--- src/rtl/heartbeat_wdt_pkg.sv ---
`timescale 1ns/1ps
package heartbeat_wdt_pkg;

  // Strobes from the control to the counting datapath.
  typedef struct packed {
    logic clearCount;  // zero the tick counter this cycle
    logic advance;     // add one tick to the counter this cycle
  } wdtStrobes_t;

endpackage

--- src/rtl/heartbeat_wdt_dp.sv ---
`timescale 1ns/1ps
module heartbeat_wdt_dp
  import heartbeat_wdt_pkg::*;
#(
  parameter int unsigned TIMEOUT_TICKS = 400_000_000,
  parameter int unsigned SYNC_STAGES   = 2,
  localparam int unsigned CNT_W = (TIMEOUT_TICKS > 2) ? $clog2(TIMEOUT_TICKS) : 1
) (
  input  logic        clk,
  input  logic        rstN,
  input  logic        sysResetN,
  input  logic        beatIn,
  input  logic        beatValid,
  input  wdtStrobes_t strobes,
  output logic        beatEdge,
  output logic        atLimit
);

  localparam logic [CNT_W-1:0] LAST_TICK = CNT_W'(TIMEOUT_TICKS - 1);

  logic [SYNC_STAGES-1:0] syncQ;
  logic                   prevQ;
  logic [CNT_W-1:0]       tickCnt;

  // Synchroniser chain, one flop per stage.
  for (genvar s = 0; s < SYNC_STAGES; s++) begin : gSync
    if (s == 0) begin : gFirst
      always_ff @(posedge clk or negedge rstN) begin
        if (!rstN) syncQ[0] <= 1'b0;
        else       syncQ[0] <= beatIn;
      end
    end else begin : gNext
      always_ff @(posedge clk or negedge rstN) begin
        if (!rstN) syncQ[s] <= 1'b0;
        else       syncQ[s] <= syncQ[s-1];
      end
    end
  end

  // Previous sample always follows the line, so a change made while the
  // line is disabled leaves no pending edge behind.
  always_ff @(posedge clk or negedge rstN) begin
    if (!rstN) prevQ <= 1'b0;
    else       prevQ <= syncQ[SYNC_STAGES-1];
  end

  assign beatEdge = beatValid & (syncQ[SYNC_STAGES-1] ^ prevQ);

  always_ff @(posedge clk or negedge rstN) begin
    if (!rstN)                    tickCnt <= '0;
    else if (strobes.clearCount)  tickCnt <= '0;
    else if (strobes.advance)     tickCnt <= tickCnt + 1'b1;
  end

  assign atLimit = (tickCnt == LAST_TICK);

  AST_EDGE_CLEARS: assert property (@(posedge clk) disable iff (!rstN)
    beatEdge |=> (tickCnt == '0));
  AST_SYSRST_HOLDS: assert property (@(posedge clk) disable iff (!rstN)
    !sysResetN |=> (tickCnt == '0));
  AST_COUNT_BOUND: assert property (@(posedge clk) disable iff (!rstN)
    tickCnt <= LAST_TICK);

endmodule

--- src/rtl/heartbeat_wdt_ctl.sv ---
`timescale 1ns/1ps
module heartbeat_wdt_ctl
  import heartbeat_wdt_pkg::*;
(
  input  logic        clk,
  input  logic        rstN,
  input  logic        sysResetN,
  input  logic        beatValid,
  input  logic        beatEdge,
  input  logic        atLimit,
  output wdtStrobes_t strobes,
  output logic        expired
);

  logic restartTimer;

  // An edge, a system reset or a disable restarts the window.
  assign restartTimer = !sysResetN || !beatValid || beatEdge;

  always_comb begin
    strobes            = '0;
    strobes.clearCount = restartTimer;
    strobes.advance    = !restartTimer && !atLimit;
  end

  always_ff @(posedge clk or negedge rstN) begin
    if (!rstN)             expired <= 1'b0;
    else if (restartTimer) expired <= 1'b0;
    else if (atLimit)      expired <= 1'b1;
  end

  AST_EXPIRE_AT_LIMIT: assert property (@(posedge clk) disable iff (!rstN)
    $rose(expired) |-> $past(atLimit));
  AST_LOW_UNTIL_SERVICE: assert property (@(posedge clk) disable iff (!rstN)
    $fell(expired) |-> $past(!sysResetN || !beatValid || beatEdge));
  AST_DISABLED_QUIET: assert property (@(posedge clk) disable iff (!rstN)
    !beatValid |=> !expired);

endmodule

--- src/rtl/heartbeat_wdt.sv ---
`timescale 1ns/1ps
module heartbeat_wdt
  import heartbeat_wdt_pkg::*;
#(
  parameter int unsigned TIMEOUT_TICKS = 400_000_000,
  parameter int unsigned SYNC_STAGES   = 2
) (
  input  logic clk,
  input  logic rstN,
  input  logic sysResetN,
  input  logic beatIn,
  input  logic beatValid,
  input  logic supplyLow,
  output logic wdogN
);

  wdtStrobes_t strobes;
  logic        beatEdge;
  logic        atLimit;
  logic        expired;

  heartbeat_wdt_dp #(
    .TIMEOUT_TICKS(TIMEOUT_TICKS),
    .SYNC_STAGES  (SYNC_STAGES)
  ) uDp (
    .clk      (clk),
    .rstN     (rstN),
    .sysResetN(sysResetN),
    .beatIn   (beatIn),
    .beatValid(beatValid),
    .strobes  (strobes),
    .beatEdge (beatEdge),
    .atLimit  (atLimit)
  );

  heartbeat_wdt_ctl uCtl (
    .clk      (clk),
    .rstN     (rstN),
    .sysResetN(sysResetN),
    .beatValid(beatValid),
    .beatEdge (beatEdge),
    .atLimit  (atLimit),
    .strobes  (strobes),
    .expired  (expired)
  );

  // Supply override is combinational so both assertion and release are immediate.
  assign wdogN = !(expired || supplyLow);

endmodule

--- config.mk ---
export PLATFORM = sky130hd
export DESIGN_NAME = heartbeat_wdt
export DESIGN_NICKNAME = d
export VERILOG_FILES = /design/src/rtl/heartbeat_wdt_pkg.sv /design/src/rtl/heartbeat_wdt_dp.sv /design/src/rtl/heartbeat_wdt_ctl.sv /design/src/rtl/heartbeat_wdt.sv
export SDC_FILE = /design/constraint.sdc
export NUM_CORES = 1
export LEC_CHECK = 0
export BUFFER_PORTS_ARGS = -buffer_cell sky130_fd_sc_hd__buf_4
export CAP_MARGIN = 20
export CORE_MARGIN = 2
export CORE_UTILIZATION = 60
export DETAILED_ROUTE_END_ITERATION = 6
export PLACE_DENSITY = 0.8
export REMOVE_ABC_BUFFERS = 1
export SLEW_MARGIN = 20
export SYNTH_ARGS = -nofsm -noshare
export SYNTH_HDL_FRONTEND = slang
export SYNTH_HIERARCHICAL = 1
export SYNTH_SLANG_ARGS = --single-unit
--- constraint.sdc ---
create_clock -name clk -period 4.9 [get_ports clk]
set_input_delay 0.49 -clock clk [delete_from_list [all_inputs] [get_ports clk]]
set_output_delay 0.49 -clock clk [all_outputs]
set_load 0.1 [all_outputs]
==> results.md <==
- Status: finished, final reports clean
- Type of origin of the critical path: flip-flop
- IO Count: 7
- Die area: 0.003356 mm²
- Clock Pin Slew Worst Setup and Hold Paths: 100 ps
- DIE HEIGHT: 57.94 µm
- Initial Util: 0.6329
- Nets: 193
- First-pass GRT wire length: 5899 µm
- Detailed Route WL: 3378 µm
- CTS root buf: clkbuf_4
- Total number of yosys warnings: 6
- Hold WC Path Type: in -> async
- Netlist cell types: 34
- Max cap viols: 0
- Fin crit period: 3259 ps
- CTS resizes: 0
- Core Util, Final: 0.6715
- Final setup violation count: 0
- CTS tree: yes
- Area of the core: 0.002758 mm²
- Maximum clock path buffer count: 2
- Setup TNS: 0 ps
- Place WS: 1578 ps
- Share of cells above drive strength 1: 0.1283
- Critical path class: reg -> reg
- Post-cts hold buffer count: 0
- Die Wd: 57.94 µm
- Avg Cell Area, Syn: 9.486 µm²
- Initial antenna violation count: 0
- Sink Count: 33
- Initial DRT Pass Iterations: 4
- Synthesized area: 0.001745 mm²
- Cell repeated most along the worst path: or4_1
- Slowest library cell on the worst path: or4_1
- FF-to-FF End: uDp/tickCnt[22]$_DFFE_PN0P_
- Total power: 0.4675 mW
- Data required, critical path: 5150 ps
- Num rows: 19
- Final Skew: 7.224 ps
- Post-Place Cells: 210
- Routed Antenna Nets: 0
- Worst vdd rail ir drop: 211.2 µV
- Commonest non-fill, non-tap cell in the layout: dfrtp_1
- Crit path largest cell delay: 630 ps
- Post-CTS setup buffers: 0
- Htree depth: 2
- Met1 Routed Length: 1458 µm
- Antenna cell count: 0
- DR WL met2: 1706 µm
- Pwr dens: 252.4 mW/mm²
- GRT Total Usage: 0.2312
- Input/output buffers: 6
- Most frequent cells in the layout: 33 x dfrtp_1, 16 x nor2_1, 16 x a21oi_1, 13 x nand2_1, 11 x or4_1
- Leakage: 0.6876 nW
- RePlAce Congestion: 0.7651
- Cells after synthesis: 184
- Worst-margin pin slew: 501.7 ps
- RSZ-0062 raised after global routing: false
- Routed len/inst: 15.50 µm
- Max frequency: 306.8 MHz
- Crit-path cells: xor2_1 > and2_1 > nand3b_4 > nor2_1 > o2111ai_2 > or4_1 > or4_1 > a21oi_1
- Grt ovf: 0
- Design Area, Final: 0.001852 mm²
- Internal reg-to-reg setup slack: 1640 ps
- Area Growth Syn to Fin: 6.093%
- Final Cycle Share: 0.6652
- Sequential-to-total area share from yosys stat: 0.4731
- Rel. slew slack: 0.6643
- Final Worst Setup Slack: 1641 ps
- Later-pin clock latency in the skew report: 330 ps
- CP endpoint kind: flip-flop
- Final Hold Viols: 0
- Worst Path Arrival: 3510 ps
- Initial DRC Count: 33
- Drt via density: 6.427
- Min Hold Slack: 75.28 ps
- DR DRC count: 0
- Maximum fanout along the worst path: 35
- Cts bufs inserted: 5
- Fin cells: 218
- Via count: 1401
- Post-synth ARST share: 1.000
- Fin. max-slew vios: 0
- Hpwl dp: 2317 µm
- Top layer in use: met4
- Metal3 WL: 127 µm
- RR Startpoint: uDp/syncQ[1]$_DFF_PN0_
- Vias in the first global route: 1397
- Register bit total from synthesis: 33
- Largest net degree at the start of global routing: 36
- Post-synth EDFFs: 0
- Reg2reg path depth: 8
- Most used DFF post-synth: dfrtp_1
- DP Area: 0.001782 mm²
-- how the worst max path moves through the flow --
stage,slack [ps],to,from
finish,1640,uDp/tickCnt[22]$_DFFE_PN0P_,uDp/syncQ[1]$_DFF_PN0_
global route,1360,uDp/tickCnt[26]$_DFFE_PN0P_,uDp/syncQ[1]$_DFF_PN0_
CTS,1650,uDp/tickCnt[26]$_DFFE_PN0P_,uDp/syncQ[1]$_DFF_PN0_
detailed placement,1580,uDp/tickCnt[26]$_DFFE_PN0P_,beatValid
global placement,1700,uDp/tickCnt[26]$_DFFE_PN0P_,beatValid
floorplan,2040,uDp/tickCnt[26]$_DFFE_PN0P_,uDp/prevQ$_DFF_PN0_
-- cell usage after synthesis (3+ instances only) --
master / n / area share
a21oi_1: 16 / 0.046
and3_1: 3 / 0.011
buf_1: 3 / 0.0065
clkbuf_1: 5 / 0.011
dfrtp_1: 33 / 0.47
inv_1: 3 / 0.0065
nand2_1: 13 / 0.028
nand3_1: 7 / 0.020
nand4_1: 7 / 0.025
nor2_1: 16 / 0.034
nor3_1: 5 / 0.014
nor4_1: 5 / 0.018
o21ai_0: 8 / 0.023
o31ai_1: 7 / 0.030
or3_1: 9 / 0.032
or4_1: 11 / 0.047
xnor2_1: 8 / 0.040
xor2_1: 3 / 0.015
-- layer usage --
| layer | track usage | vias to the layer above |
|---|---|---|
| li1 | - | 681 |
| met1 | 0.2611 | 680 |
| met2 | 0.4026 | 29 |
| met3 | 0.06920 | 11 |
| met4 | 0.1030 | 0 |
| met5 | 0 | - |
-- worst max-delay path, delay by kind of cell (launching register included) --
family                    cells  cell delay, ps
and+or+nand+nor               5            2220
xor gates and xnor gates      1             140
AOI/OAI and AO/OA             2             420
DFF                           1             400
-- flip-flops by register name, indices dropped and copies added (netlist names) --
name          cells
uCtl/expired      1
uDp/prevQ         1
uDp/syncQ         2
uDp/tickCnt      29
-- final cells by class --
type,instances,area (µm²)
inverters,3,11.26
clock inverters,1,5.005
well taps,31,38.79
fillers,216,905.9
clock buffers,7,65.06
multi-input cells,137,860.8
flip-flops and latches,33,825.8
repair buffers,6,45.04
-- power breakdown --
part           leakage, nW  switching [mW]  total [mW]  internal [mW]
Combinational        0.192          0.0159      0.0219        0.00604
Sequential           0.454        0.000880       0.274          0.274
Clock               0.0413          0.0880       0.171         0.0831
Total                0.688           0.105       0.467          0.363
-- cell families after synthesis --
family,after synthesis,synth area share
AND/OR/NAND/NOR,89,0.3004
AO/OA/AOI/OAI,33,0.1118
flip-flops,33,0.4731
buffers and inverters,14,0.03369
XOR/XNOR,11,0.05520
multiplexers,3,0.01864
adder cells (fa/ha/maj),1,0.007167
(Power assumes the default switching activity.)
